===== config.mk =====
export PLATFORM = sky130hd
export DESIGN_NAME = rx_bitslip_align
export DESIGN_NICKNAME = d
export VERILOG_FILES = /design/src/rtl/rx_bitslip_pkg.sv /design/src/rtl/rx_bitslip_window.sv /design/src/rtl/rx_bitslip_comma_scan.sv /design/src/rtl/rx_bitslip_pipe.sv /design/src/rtl/rx_bitslip_ctrl.sv /design/src/rtl/rx_bitslip_align.sv
export SDC_FILE = /design/constraint.sdc
export NUM_CORES = 1
export LEC_CHECK = 0
export BUFFER_PORTS_ARGS = -buffer_cell sky130_fd_sc_hd__buf_2
export CAP_MARGIN = 20
export CORE_UTILIZATION = 40
export DETAILED_ROUTE_END_ITERATION = 16
export GPL_TIMING_DRIVEN = 0
export PLACE_DENSITY_LB_ADDON = 0.15
export SYNTH_ARGS = -nofsm -noshare
export SYNTH_HDL_FRONTEND = slang
export SYNTH_SLANG_ARGS = --single-unit
export TNS_END_PERCENT = 100

===== constraint.sdc =====
create_clock -name clk -period 2.7 [get_ports clk]
set_input_delay 0.27 -clock clk [delete_from_list [all_inputs] [get_ports clk]]
set_output_delay 0.27 -clock clk [all_outputs]
set_load 0.02 [all_outputs]

===== src/rtl/rx_bitslip_pkg.sv =====
package rx_bitslip_pkg;

  typedef enum logic [1:0] {
    SLIP_OFF   = 2'd0,
    SLIP_LEFT  = 2'd1,
    SLIP_RIGHT = 2'd2,
    SLIP_AUTO  = 2'd3
  } slip_mode_e;

  localparam int CHAR_W = 10;
  localparam logic [CHAR_W-1:0] COMMA_MINUS = 10'h17C;
  localparam logic [CHAR_W-1:0] COMMA_PLUS  = 10'h283;

  function automatic logic is_comma(input logic [CHAR_W-1:0] chr);
    return (chr == COMMA_MINUS) || (chr == COMMA_PLUS);
  endfunction

endpackage


===== src/rtl/rx_bitslip_window.sv =====
module rx_bitslip_window #(
  parameter int W  = 20,
  parameter int OW = $clog2(W)
) (
  input  logic [W-1:0]  cur_i,
  input  logic [W-1:0]  prev_i,
  input  logic [OW-1:0] offset_i,
  output logic [W-1:0]  word_o
);

  localparam int CAT_W = 2 * W;

  logic [CAT_W-1:0] cat;
  logic [W-1:0]     cand [W];

  assign cat = {cur_i, prev_i};

  // one candidate per offset: window starts k bits before the current word
  for (genvar k = 0; k < W; k++) begin : g_cand
    assign cand[k] = cat[W-k +: W];
  end

  always_comb begin
    word_o = cand[0];
    for (int k = 1; k < W; k++) begin
      if (offset_i == OW'(k)) word_o = cand[k];
    end
  end

endmodule


===== src/rtl/rx_bitslip_comma_scan.sv =====
module rx_bitslip_comma_scan
  import rx_bitslip_pkg::*;
#(
  parameter int W = 20
) (
  input  logic [W-1:0] word_i,
  output logic         at_zero_o,
  output logic         elsewhere_o
);

  localparam int NPOS = W - CHAR_W + 1;

  logic [NPOS-1:0] hit;

  for (genvar p = 0; p < NPOS; p++) begin : g_pos
    assign hit[p] = is_comma(word_i[p +: CHAR_W]);
  end

  assign at_zero_o = hit[0];

  if (NPOS > 1) begin : g_other
    assign elsewhere_o = |hit[NPOS-1:1];
  end else begin : g_none
    assign elsewhere_o = 1'b0;
  end

endmodule


===== src/rtl/rx_bitslip_pipe.sv =====
module rx_bitslip_pipe #(
  parameter int W = 20
) (
  input  logic         clk,
  input  logic         rst_n,
  input  logic         in_valid_i,
  output logic         in_ready_o,
  input  logic [W-1:0] in_data_i,
  input  logic [W-1:0] win_word_i,
  output logic [W-1:0] hist_o,
  output logic         load_o,
  output logic         out_valid_o,
  input  logic         out_ready_i,
  output logic [W-1:0] out_data_o
);

  logic [W-1:0] hist_q;
  logic [W-1:0] out_q;
  logic         vld_q;

  assign in_ready_o = !vld_q || out_ready_i;
  assign load_o     = in_valid_i && in_ready_o;

  always_ff @(posedge clk) begin
    if (!rst_n) begin
      hist_q <= '0;
      out_q  <= '0;
      vld_q  <= 1'b0;
    end else begin
      if (load_o) begin
        hist_q <= in_data_i;
        out_q  <= win_word_i;
        vld_q  <= 1'b1;
      end else if (out_ready_i) begin
        vld_q  <= 1'b0;
      end
    end
  end

  assign hist_o      = hist_q;
  assign out_data_o  = out_q;
  assign out_valid_o = vld_q;


  stall_hold_chk: assert property (@(posedge clk) disable iff (!rst_n)
    (vld_q && !out_ready_i) |=> (vld_q && $stable(out_q)));

endmodule


===== src/rtl/rx_bitslip_ctrl.sv =====
module rx_bitslip_ctrl
  import rx_bitslip_pkg::*;
#(
  parameter int W      = 20,
  parameter int OW     = $clog2(W),
  parameter int WAIT_W = 4
) (
  input  logic              clk,
  input  logic              rst_n,
  input  slip_mode_e        mode_i,
  input  logic [WAIT_W-1:0] wait_cfg_i,
  input  logic              slide_i,
  input  logic              load_i,
  input  logic              comma_zero_i,
  input  logic              comma_else_i,
  output logic [OW-1:0]     offset_o,
  output logic              aligned_o
);

  localparam logic [OW-1:0] LAST = OW'(W - 1);

  logic [OW-1:0]     offset_q;
  logic [OW-1:0]     offset_nxt;
  logic [WAIT_W-1:0] settle_q;
  logic              pend_q;
  logic              aligned_q;
  logic              manual;
  logic              settling;
  logic              man_slip;
  logic              auto_slip;
  logic              slip;
  logic              eval;

  assign manual   = (mode_i == SLIP_LEFT) || (mode_i == SLIP_RIGHT);
  assign settling = (settle_q != '0);
  assign eval     = pend_q && !settling;
  assign man_slip = manual && slide_i && !settling;
  assign auto_slip = (mode_i == SLIP_AUTO) && eval && !comma_zero_i &&
                     (comma_else_i || !aligned_q);
  assign slip     = man_slip || auto_slip;

  always_comb begin
    if (mode_i == SLIP_RIGHT) begin
      offset_nxt = (offset_q == '0) ? LAST : offset_q - 1'b1;
    end else begin
      offset_nxt = (offset_q == LAST) ? '0 : offset_q + 1'b1;
    end
  end

  always_ff @(posedge clk) begin
    if (!rst_n) begin
      offset_q  <= '0;
      settle_q  <= '0;
      pend_q    <= 1'b0;
      aligned_q <= 1'b0;
    end else begin
      if (mode_i == SLIP_OFF) offset_q <= '0;
      else if (slip)          offset_q <= offset_nxt;

      if (slip)          settle_q <= wait_cfg_i;
      else if (settling) settle_q <= settle_q - 1'b1;

      // a word loaded on the slip edge was built with the old offset
      if (slip)        pend_q <= 1'b0;
      else if (load_i) pend_q <= 1'b1;
      else if (eval)   pend_q <= 1'b0;

      if (slip)                                        aligned_q <= 1'b0;
      else if (eval && comma_zero_i)                   aligned_q <= 1'b1;
      else if (eval && comma_else_i && mode_i == SLIP_AUTO) aligned_q <= 1'b0;
    end
  end

  assign offset_o  = offset_q;
  assign aligned_o = aligned_q;


  left_step_chk: assert property (@(posedge clk) disable iff (!rst_n)
    (mode_i == SLIP_LEFT && slide_i && settle_q == '0) |=>
      (offset_q == (($past(offset_q) == LAST) ? '0 : $past(offset_q) + 1'b1)));


  off_zero_chk: assert property (@(posedge clk) disable iff (!rst_n)
    (mode_i == SLIP_OFF) |=> (offset_q == '0));


  settle_drop_chk: assert property (@(posedge clk) disable iff (!rst_n)
    (manual && slide_i && settle_q != '0) |=> $stable(offset_q));


  auto_quiet_chk: assert property (@(posedge clk) disable iff (!rst_n)
    (mode_i == SLIP_AUTO && !pend_q) |=> $stable(offset_q));


  auto_wait_chk: assert property (@(posedge clk) disable iff (!rst_n)
    (mode_i == SLIP_AUTO && settle_q != '0) |=> $stable(offset_q));

endmodule


===== src/rtl/rx_bitslip_align.sv =====
module rx_bitslip_align
  import rx_bitslip_pkg::*;
#(
  parameter int W      = 20,
  parameter int WAIT_W = 4,
  localparam int OW    = $clog2(W)
) (
  input  logic              clk,
  input  logic              rst_n,
  input  logic [1:0]        mode_i,
  input  logic [WAIT_W-1:0] wait_cfg_i,
  input  logic              slide_i,
  input  logic              in_valid_i,
  output logic              in_ready_o,
  input  logic [W-1:0]      in_data_i,
  output logic              out_valid_o,
  input  logic              out_ready_i,
  output logic [W-1:0]      out_data_o,
  output logic              aligned_o,
  output logic [OW-1:0]     offset_o
);

  slip_mode_e   mode;
  logic [W-1:0] hist;
  logic [W-1:0] win_word;
  logic         load;
  logic         comma_zero;
  logic         comma_else;

  assign mode = slip_mode_e'(mode_i);

  rx_bitslip_window #(.W(W), .OW(OW)) u_window (
    .cur_i    (in_data_i),
    .prev_i   (hist),
    .offset_i (offset_o),
    .word_o   (win_word)
  );

  rx_bitslip_pipe #(.W(W)) u_pipe (
    .clk         (clk),
    .rst_n       (rst_n),
    .in_valid_i  (in_valid_i),
    .in_ready_o  (in_ready_o),
    .in_data_i   (in_data_i),
    .win_word_i  (win_word),
    .hist_o      (hist),
    .load_o      (load),
    .out_valid_o (out_valid_o),
    .out_ready_i (out_ready_i),
    .out_data_o  (out_data_o)
  );

  rx_bitslip_comma_scan #(.W(W)) u_scan (
    .word_i      (out_data_o),
    .at_zero_o   (comma_zero),
    .elsewhere_o (comma_else)
  );

  rx_bitslip_ctrl #(.W(W), .OW(OW), .WAIT_W(WAIT_W)) u_ctrl (
    .clk          (clk),
    .rst_n        (rst_n),
    .mode_i       (mode),
    .wait_cfg_i   (wait_cfg_i),
    .slide_i      (slide_i),
    .load_i       (load),
    .comma_zero_i (comma_zero),
    .comma_else_i (comma_else),
    .offset_o     (offset_o),
    .aligned_o    (aligned_o)
  );

endmodule


==> metrics.md <==
| Metric | Value |
|---|---|
| Share of the cycle needed by the critical path after routing | 102.1% |
| Hold buffer count at CTS | 0 |
| Number of vias in the routed layout | 9,255 |
| Antenna diodes | 0 |
| Seq/Total Area, Yosys | about 15% |
| Cell area after synthesis | roughly 6600 um^2 |
| Die Y-Extent | between 100 and 150 um |
| Average wire per cell in the routed design | between 20 and 30 um |
| Largest delay contributor family on the critical path | compound AO/OA/AOI/OAI gates |
| Tightest hold margin | 196.0 ps |
| Power density over the cells | 455.8 nW/um^2 |
| Number of global-route vias before repair | 8,143 |
| Post-synth net total | 1,019 |
| Violations in the final reports | negative setup slack |
| Number of search-and-repair iterations in the first detailed-routing pass | 8 |
| Avg Synthesized Cell Area | 6.795 um^2 |
| Number of distinct library cell variants in the gate-level netlist after synthesis | 75 |
| Critical path data required time | 2910 ps |
| Period minus WS final | approximately 2800 ps |
| Buffers plus inverters on the worst setup path | 2 |
| Static leakage | between 2 and 3 nW |
| Post-synthesis sequential element count | slightly above 50 |
| Count of clock tree sinks | between 50 and 60 |
| Dpl hpwl | around 25 mm |
| Smallest setup slack after layout | -55.37 ps |
| Filler-free cell count of the finished design | 1,274 |
| EDFF count, synth | 0 |
| I/O pin total | 59 |
| Starting utilization of the core area | 41.34% |
| Min-Delay Path Class | in -> reg |
| Maximum clock skew at final layout | approximately 10 ps |
| Initial antenna violation count | 0 |
| Critical path data arrival time | 2970 ps |
| Synth warn | 0 |
| Status | complete, but fails checks |
| GRT Overall Usage | 39.40% |
| Highest achievable clock rate | between 300 and 400 MHz |
| DRT antenna net count | 0 |
| Critical path type | reg -> reg |
| Unrepaired setup endpoints after global routing | true |
| Root cell of the clock tree | sky130_fd_sc_hd__clkbuf_16 |
| Vias per Instance | 7.265 |
| Worst slew margin relative to its limit | 31.20% |
| Iter 0 DRT Violations | ~1,800 |
| Critical Path Slowest Stage Cell | sky130_fd_sc_hd__a222oi_1 |
| Share of cells above drive strength 1 | 22.59% |
| Overflow left after global routing | 0 |
| Worst supply voltage drop on vdd | 0.4221 mV |
| Overall power of the completed layout | 3.655 mW |
| Max Fanout on Critical Path | 9 |
| Synthesized instance count | 977 |
| Total of endpoints with negative setup slack in the final report | 3 |
| Worst setup startpoint | u_ctrl.offset_o[2] |
| Final net count | 1,099 |
| Cell type with the largest total area after synthesis | sky130_fd_sc_hd__dfxtp_1 |
| Delay of the slowest critical-path stage | about 540 ps |
| Element type at the critical path start | register |
| Total CTS buffers | 5 |
| First-pass GRT wire length | 50.25 mm |
| Later-pin clock latency in the skew report | 320 ps |
| Number of buffer cells added on primary ports | 52 |
| Width of the chip | 130.8 um |
| Clock tree from TritonCTS | done |
| Cell Count Post-Placement | roughly 1,200 |
| Start of the worst register-to-register path | u_ctrl.offset_o[2] |
| Start point of the worst hold path | in_valid_i |
| Pin count of the biggest net entering global routing | 18 |
| Clock slew seen by the registers of the worst setup and hold paths | 70 ps |
| Top area cells in the synthesized netlist | sky130_fd_sc_hd__dfxtp_1 (15%), sky130_fd_sc_hd__nand2_1 (7.0%), sky130_fd_sc_hd__a21oi_1 (6.4%) |
| Placeable core area | around 16,000 um^2 |
| Crit path cell chain | buf_4 > nor4b_4 > buf_6 > mux2_4 > a222oi_1 > a211oi_2 > o221ai_2 > a21oi_2 > o211a_1 |
| Yosys top cell area share | 15.38% |
| Area delta synth->final | 20.77% |
| Die area | 17,120 um^2 |
| H-Tree Depth | 2 |
| Total DRC errors in the routed layout | 0 |
| CP endpoint kind | register |
| Worst slew pin tran | 1032 ps |
| Total wire length after detailed routing | 33.98 mm |
| Final count of hold timing violations | 0 |
| Number of max-capacitance violations reported | 0 |
| Number of standard-cell rows in the floorplan | 46 |
| Most used flip-flop cell after synthesis | sky130_fd_sc_hd__dfxtp_1 |
| Number of buffers on the longest clock path | 2 |
| Share of async-settable or async-resettable flops after synthesis | 0% |
| Max-slew violations | 0 |
| Final weighted congestion in routability-driven placement | 1.008 |
[synthesized netlist by cell type, types with 5 or more instances]
| cell | number |
|---|---|
| sky130_fd_sc_hd__nor4bb_1 | 5 |
| sky130_fd_sc_hd__nor4b_1 | 6 |
| sky130_fd_sc_hd__or3_1 | 8 |
| sky130_fd_sc_hd__a221o_1 | 13 |
| sky130_fd_sc_hd__a222oi_1 | 6 |
| sky130_fd_sc_hd__a31oi_1 | 24 |
| sky130_fd_sc_hd__a211oi_1 | 22 |
| sky130_fd_sc_hd__o2111ai_1 | 14 |
| sky130_fd_sc_hd__and3_1 | 11 |
| sky130_fd_sc_hd__a211o_1 | 5 |
| sky130_fd_sc_hd__a2111oi_0 | 6 |
| sky130_fd_sc_hd__nor3b_1 | 8 |
| sky130_fd_sc_hd__buf_2 | 29 |
| sky130_fd_sc_hd__clkbuf_1 | 77 |
| sky130_fd_sc_hd__o221ai_1 | 30 |
| sky130_fd_sc_hd__a221oi_1 | 15 |
| sky130_fd_sc_hd__inv_1 | 17 |
| sky130_fd_sc_hd__o21ai_1 | 7 |
| sky130_fd_sc_hd__nand2b_1 | 11 |
| sky130_fd_sc_hd__nor4_1 | 7 |
| sky130_fd_sc_hd__nand4_1 | 9 |
| sky130_fd_sc_hd__ha_1 | 11 |
| sky130_fd_sc_hd__o21ai_0 | 53 |
| sky130_fd_sc_hd__o211ai_1 | 9 |
| sky130_fd_sc_hd__nor3_1 | 20 |
| sky130_fd_sc_hd__mux2i_1 | 13 |
| sky130_fd_sc_hd__nor2b_1 | 8 |
| sky130_fd_sc_hd__buf_1 | 6 |
| sky130_fd_sc_hd__nor2_1 | 63 |
| sky130_fd_sc_hd__nand3_1 | 33 |
| sky130_fd_sc_hd__a22oi_1 | 25 |
| sky130_fd_sc_hd__o22a_1 | 5 |
| sky130_fd_sc_hd__mux2_2 | 6 |
| sky130_fd_sc_hd__a21oi_1 | 85 |
| sky130_fd_sc_hd__nand2_1 | 124 |
| sky130_fd_sc_hd__o22ai_1 | 32 |
| sky130_fd_sc_hd__buf_4 | 8 |
| sky130_fd_sc_hd__a22o_1 | 8 |
| sky130_fd_sc_hd__dfxtp_1 | 51 |
| sky130_fd_sc_hd__and2_1 | 6 |
| sky130_fd_sc_hd__a32oi_1 | 5 |
| sky130_fd_sc_hd__nand4bb_1 | 7 |
| sky130_fd_sc_hd__o31ai_1 | 5 |
[layout make-up]
class / count / area, um^2
Clock inverter: 3 / 22.52
Fill cell: 1614 / 8040
Inverter: 18 / 70.07
Multi-Input combinational cell: 784 / 5391
Timing Repair Buffer: 77 / 445.4
Buffer: 120 / 658.1
Sequential cell: 51 / 1035
Clock buffer: 5 / 125.1
Tap cell: 216 / 270.3
[kinds of logic after synthesis]
kind of cell             after synthesis  synth area share (%)
AND/OR/NAND/NOR                      356                 28.35
AO/OA/AOI/OAI                        396                 41.48
XOR/XNOR                               2                0.2639
flip-flops                            51                 15.38
multiplexers                          19                 2.978
adder cells (fa/ha/maj)               11                 2.073
buffers and inverters                142                 9.480
[flip-flops by register name, summed over array words and instances (netlist names)]
register and flops:
u_pipe.out_data_o 20, u_pipe.hist_o 19, u_ctrl.offset_o 5, u_ctrl.settle_q 4, u_ctrl.aligned_o 1, u_ctrl.pend_q 1
u_pipe.out_valid_o 1
[layer usage]
| metal | track usage (%) | vias to the layer above | share of wire, % |
|---|---|---|---|
| li1 | - | 3945 | - |
| met1 | 55.16 | 4332 | 41 |
| met2 | 55.87 | 820 | 40 |
| met3 | 12.38 | 158 | 14 |
| met4 | 14.40 | 0 | 5.0 |
| met5 | 0 | - | 0 |
[placed cells by master, fill, tap and decap left out, drive strengths merged, types with 6 or more instances in the layout]
cell,instances
a2111oi,7
a211oi,22
a21oi,85
a221o,13
a221oi,15
a222oi,6
a22o,8
a22oi,25
a31oi,24
and2,7
and3,11
buf,121
clkbuf,81
dfxtp,51
ha,11
inv,20
mux2,6
mux2i,13
nand2,124
nand2b,11
nand3,34
nand4,9
nand4bb,7
nor2,65
nor2b,8
nor3,20
nor3b,10
nor4,7
nor4b,8
o2111ai,14
o211ai,9
o21ai,60
o221ai,30
o22ai,32
or3,8
[through the flow]
step	setup WS (ps)	util (%)	instance area, um^2	setup TNS (ps)
6_report	-55.37	49.93	8018	-100.4
5_1_grt	-61.16	49.93	8018	-99.92
4_1_cts	-0.8233	47.90	7691	-0.8233
3_5_place_dp	-980.7	44.65	7169	-19250
3_3_place_gp	-1057	44.65	7169	-21070
2_1_floorplan	16.14	-	6639	0
[where the power goes]
| group | switching, mW | internal (mW) | leakage [nW] |
|---|---|---|---|
| Sequential | 0.121 | 0.852 | 0.424 |
| Combinational | 1.26 | 0.743 | 2.34 |
| Clock | 0.333 | 0.350 | 0.0746 |
| Total | 1.71 | 1.94 | 2.84 |
[path summary, 6_finish.rpt]
kind | to | slack [ps] | cells after the start
worst max-delay path | u_pipe.out_data_o[9] | -60 | 9
worst min-delay path | u_pipe.out_valid_o | 200 | 3
worst max register to register | u_pipe.out_data_o[9] | -60 | 9
worst min register to register | u_pipe.hist_o[2] | 490 | 2
[worst min-delay path: cells and delay by family]
family | cells | cell delay (ps)
AOI/OAI and AO/OA | 1 | 50
buffers and inverters | 2 | 150
[what timing repair did]
item | in CTS | in global routing
buffers inserted | 9 | 15
gates resized for setup | 86 | 67
setup endpoints to repair | 30 | 22
cloned | 1 | 0
pin swaps | 14 | 20
Note: power is estimated with default switching activity, not from simulation.
